## src/rtl/supply_reset_seq.sv

```systemverilog
module supply_reset_seq #(
  parameter int unsigned TIMEOUT  = 20_000_000,
  parameter int unsigned CODE_W   = 3,
  parameter int unsigned DEF_CODE = 2
) (
  input  logic              clk,
  input  logic              power_on,
  input  logic              supply_ok,
  input  logic              prg_cs,
  input  logic              prg_wp,
  input  logic              prg_clk_hv,
  input  logic              prg_dat_hv,
  input  logic [CODE_W-1:0] prg_code,
  input  logic              code_dflt,
  output logic              rst_out,
  output logic [CODE_W-1:0] trip_code
);
  localparam int unsigned CW = $clog2(TIMEOUT + 1);
  localparam logic [CW-1:0] LIMIT = CW'(TIMEOUT);
  localparam logic [CODE_W-1:0] DEFV = CODE_W'(DEF_CODE);

  logic          vs1, vs2;
  logic [CW-1:0] cnt;
  logic          done;

  assign done    = (cnt == LIMIT);
  assign rst_out = !vs2 || !done;

  always_ff @(posedge clk or posedge power_on)
    if (power_on) begin
      vs1 <= 1'b0;
      vs2 <= 1'b0;
      cnt <= '0;
    end else begin
      vs1 <= supply_ok;
      vs2 <= vs1;
      if (!vs2)      cnt <= '0;
      else if (!done) cnt <= cnt + 1'b1;
    end

  logic lvl, entered, low_seen, unlocked, commit;

  assign lvl    = prg_wp && prg_clk_hv && prg_dat_hv;
  assign commit = lvl && entered && low_seen && prg_cs;

  always_ff @(posedge clk or posedge power_on)
    if (power_on) begin
      entered  <= 1'b0;
      low_seen <= 1'b0;
    end else if (!lvl) begin
      entered  <= 1'b0;
      low_seen <= 1'b0;
    end else if (!entered) begin
      entered <= prg_cs;
    end else if (!prg_cs) begin
      low_seen <= 1'b1;
    end else if (low_seen) begin
      low_seen <= 1'b0;
    end

  always_ff @(posedge clk or posedge power_on)
    if (power_on) begin
      trip_code <= DEFV;
      unlocked  <= 1'b0;
    end else if (code_dflt) begin
      trip_code <= DEFV;
      unlocked  <= 1'b1;
    end else if (commit) begin
      if (unlocked || prg_code > trip_code) trip_code <= prg_code;
      unlocked <= 1'b0;
    end
endmodule


```

## config.mk

```make
export PLATFORM = sky130hd
export DESIGN_NAME = supply_reset_seq
export DESIGN_NICKNAME = d
export VERILOG_FILES = /design/src/rtl/supply_reset_seq.sv
export SDC_FILE = /design/constraint.sdc
export NUM_CORES = 1
export LEC_CHECK = 0
export BUFFER_PORTS_ARGS = -buffer_cell sky130_fd_sc_hd__buf_4
export CAP_MARGIN = 20
export CORE_MARGIN = 3
export CORE_UTILIZATION = 47
export CTS_BUF_LIST = sky130_fd_sc_hd__clkbuf_2
export DETAILED_ROUTE_END_ITERATION = 7
export GPL_ROUTABILITY_DRIVEN = 0
export MAX_ROUTING_LAYER = met4
export PLACE_DENSITY = 0.65
export SLEW_MARGIN = 5
export SYNTH_ARGS = -nofsm -noshare
export SYNTH_HDL_FRONTEND = slang
export SYNTH_SLANG_ARGS = --single-unit
```

## constraint.sdc

```tcl
create_clock -name clk -period 2.2 [get_ports clk]
set_input_delay 0.33 -clock clk [delete_from_list [all_inputs] [get_ports clk]]
set_output_delay 0.33 -clock clk [all_outputs]
set_load 0.005 [all_outputs]
```

### Word-level counts from Yosys, hierarchy flattened

Index checks and enable logic that the tools add are counted.

* flip-flop bits (word level): 33
* output and inout bits: 4
* word-level logic and storage cells: 36

* equality and inequality tests: 3
* order comparisons: 1
* multiplexer cells: 12
* reduce and logical (&&, ||, !) cells: 12
* add/subtract/negate cells: 1

Operators with widths (count)
* two-way mux 25 bit: 2
* adder 25 x 1 -> 25 bit (second input constant): 1
* equality test 25 bit (second input constant): 1
* two-way mux 3 bit: 3
* two-way mux 1 bit: 7
* logical AND 1 bit: 5
* nonzero test 2 bit: 2
* > comparator 3 bit: 1
* zero test 1 bit: 2
* logical OR 1 bit: 2
* != test 2 x 1 -> 1 bit (second input constant): 1
* != test 2 bit (second input constant): 1
* AND reduction 2 bit: 1

### Logic depth before layout (Yosys ltp)

* depth after elaboration: 7
* mapped depth: 7
* mapped depth without buffers: 7

### Least setup slack after synthesis

OpenSTA, ideal clock, no wires.

* path type: reg2out
* from: register cnt[0]
* to: output rst_out
* stages on the path, launching flop included: 7
* arrival: 1.481 ns
* required time: 1.870 ns
* path slack: 0.389 ns
* cells stage by stage: dfrtp_1 -> inv_1 -> ha_1 -> nor4b_1 -> nand4_1 -> nor4_4 -> inv_1

* longest elaborated chain between the ends: 3

Ends and longest elaborated chain
* start: declaration: RTL line 23 `logic [CW-1:0] cnt;`
* start signal: assignment: RTL line 38 `else if (!done) cnt <= cnt + 1'b1;`
* equality test 25 bit: RTL line 26 `assign done = (cnt == LIMIT);`
* zero test 1 bit
* logical OR 1 bit: RTL line 27 `assign rst_out = !vs2 || !done;`
* end: declaration: RTL line 15 `output logic rst_out,`

Every way passes these cells.

### Worst setup path after layout

* from: register cnt[17]
* to: output rst_out

The elaborated chain is that of the path after synthesis.

==> run metrics <==
Layout Cells excl Fill=247; crit path cell chain=nor4b_2 > nand4_1 > nor4_4 > inv_1 > buf_6; nets=216; clock-pin slew on the worst setup and hold paths=190 ps; Crit. End Element=output port; DRC=0; Startpoint Class=flop; proportion of layout cells with a drive suffix above 1=0.219; HP Class=in2reg; Ys Warns=0; HPWL after DPL=2400 um; Vias/cell=5.28; overall routed net length=3520 um; drt wl/cell=14.2 um; Clock Sink Count=33; Ports=15; Port-buffer cells=14; Netlist cell types=34; Final Slew Violations=0; CP top delay family=simple AND/OR/NAND/NOR gates; Post-Synth XOR/XNOR Area=0.104; Slowest cell on crit path=dfrtp_1; crit path DAT=1900 ps; Mapped Cells=171; Largest stage delay, worst path=470 ps; fin crit share=1.02; syn_area_per_cell=10.4 um2; Clock Latency Late Sink=390 ps; final setup margin=-35.0 ps; synthesized area=1780 um2; placed instance count=229; first-pass GRT wire length=5900 um; core area=3490 um2; RSZ-0062 raised after global routing=yes; Yosys reg bits=33; Compound-Gate Fraction of Synth Area=0.0331; max-cap viol count=0; Syn-to-layout area delta=18.7%; die area=4550 um2; Pre-Repair DR Iteration Count=4; Peak VDD IR=0.608 mV; setup violators final=1; number of vias in the routed layout=1305; Post-Synth Adder-Cell Area=0.0352; Leak=0.000979 uW; Global Route Usage Sum=0.181; commonest non-fill, non-tap cell in the layout=dfrtp_1; crit path buf inv count=2; Synth Flop Type=dfrtp_1; syn_nets=187; Rel. slew slack=0.675; asr flop ratio synth=1.00; Clock Skews=18.1 ps; Die H=67.5 um; dpl ws=296 ps; CP Class=reg2out; Fmax achieved=447 MHz; Die Wd=67.5 um; Core Util, Final=0.604; deepest clock path buffer count=2; CTS buffer count=5; CTS tree=yes; Worst Path Max Fanout=5; Antenna Cells=0; largest family of logic cells by synthesized area=simple AND/OR/NAND/NOR gates; failing checks=negative setup slack; global route overflow=0; status=complete, but fails checks; Post-synth EDFFs=0; worst-margin pin slew=483 ps; largest net degree at the start of global routing=27; Required @ worst endpoint=1870 ps; FP Rows=21; Synth Area in Simple Gates=0.300; post-layout minimum cycle time=2230 ps; root buf cell=clkbuf_2; commonest non-fill, non-tap cells in the layout=32 x dfrtp_1, 24 x buf_4, 21 x and2_1, 17 x xnor2_1, 14 x nand3_1; H-tree level count=2; mux cell area share after synthesis=0.0169; vias in the first global route=1347; initial antenna violation count=0; Final Hold Vio Count=0; DRT antenna net count=0; register area share after synthesis=0.465; DR iter-0 viols=81; PwrDens=576 nW/um2; Initial Util=0.508
## flip-flops by register name, summed over array words and instances, names as in the netlist
name	count
cnt	25
entered	1
low_seen	1
trip_code	3
unlocked	1
vs1	1
vs2	1
## logic make-up after synthesis
family	Yosys count
buffers and inverters	14
muxes	3
AOI/OAI and AO/OA	8
DFF	33
and+or+nand+nor	87
xor gates and xnor gates	21
adders and majority gates	5
## routing by layer
layer | wire, um | up-vias | global-route usage
li1 | - | 643 | -
met1 | 1530 | 631 | 0.201
met2 | 1770 | 22 | 0.299
met4 | 72 | 0 | 0.0962
met3 | 140 | 9 | 0.0449
met5 | 0 | - | -
## synth_stat cells, drive strengths merged, types with 2 or more instances
cell	count	area, um2
nor4b	2	17.5
o21ai	3	15.0
nand3	14	70.1
and3	6	37.5
nand4	8	50.1
a211oi	2	20.0
nor2b	3	18.8
nor2	9	33.8
xor2	4	35.0
dfrtp	32	801
inv	9	33.8
and2	22	139
nor4	5	67.6
clkbuf	4	15.0
ha	5	62.6
nand2	11	41.3
xnor2	17	149
mux2i	3	30.0
## worst paths after layout
check | end | slack [ps] | start | depth (start not counted)
hold / removal | trip_code[0]$_DFFE_PP0P_ | 110 | code_dflt | 2
hold reg to reg | vs2$_DFF_PP0_ | 370 | vs1$_DFF_PP0_ | 0
max in group asynchronous | cnt[0]$_DFFE_PP0P_ | 1130 | power_on | 4
min in group asynchronous | entered$_DFF_PP0_ | 440 | power_on | 3
setup / recovery | rst_out | -30 | cnt[17]$_DFFE_PP0P_ | 5
setup reg to reg | cnt[2]$_DFFE_PP0P_ | 210 | cnt[17]$_DFFE_PP0P_ | 8
## where the power goes
group          internal, uW  total (uW)  switching [uW]  leakage (uW)
sequential              614         619            5.19      0.000445
combinational          36.8        74.8            38.0      0.000481
clock                   305         520             216     0.0000529
## through the flow
| stage | hold slack, ps | power [uW] | cell area [um2] | setup TNS (ps) |
|---|---|---|---|---|
| detailed placement | 318 | 691 | 1910 | 0 |
| finish | 113 | 1210 | 2110 | -35.0 |
| global route | 82.0 | 1260 | 2110 | -159 |
| CTS | 9.82 | 1220 | 2070 | -4.92 |
| floorplan | 331 | 668 | 1780 | 0 |
| global placement | 316 | 688 | 1910 | 0 |
## timing repair
item | CTS | global route
setup buffers | 5 | 3
hold buffers | 1 | 1
gates resized for setup | 4 | 1
hold endpoints to repair | 7 | 1
pin swaps | 3 | 2
setup endpoints to repair | 1 | 1
## cell type report
class | count | area, um2
timing repair buffer | 27 | 211
sequential | 33 | 827
fill | 281 | 1390
tap | 46 | 57.6
clock buffer | 5 | 25.0
inverter | 9 | 33.8
multi-input combinational | 124 | 890
clock inverter | 3 | 65.1
Note: power is estimated with default switching activity, not from simulation.
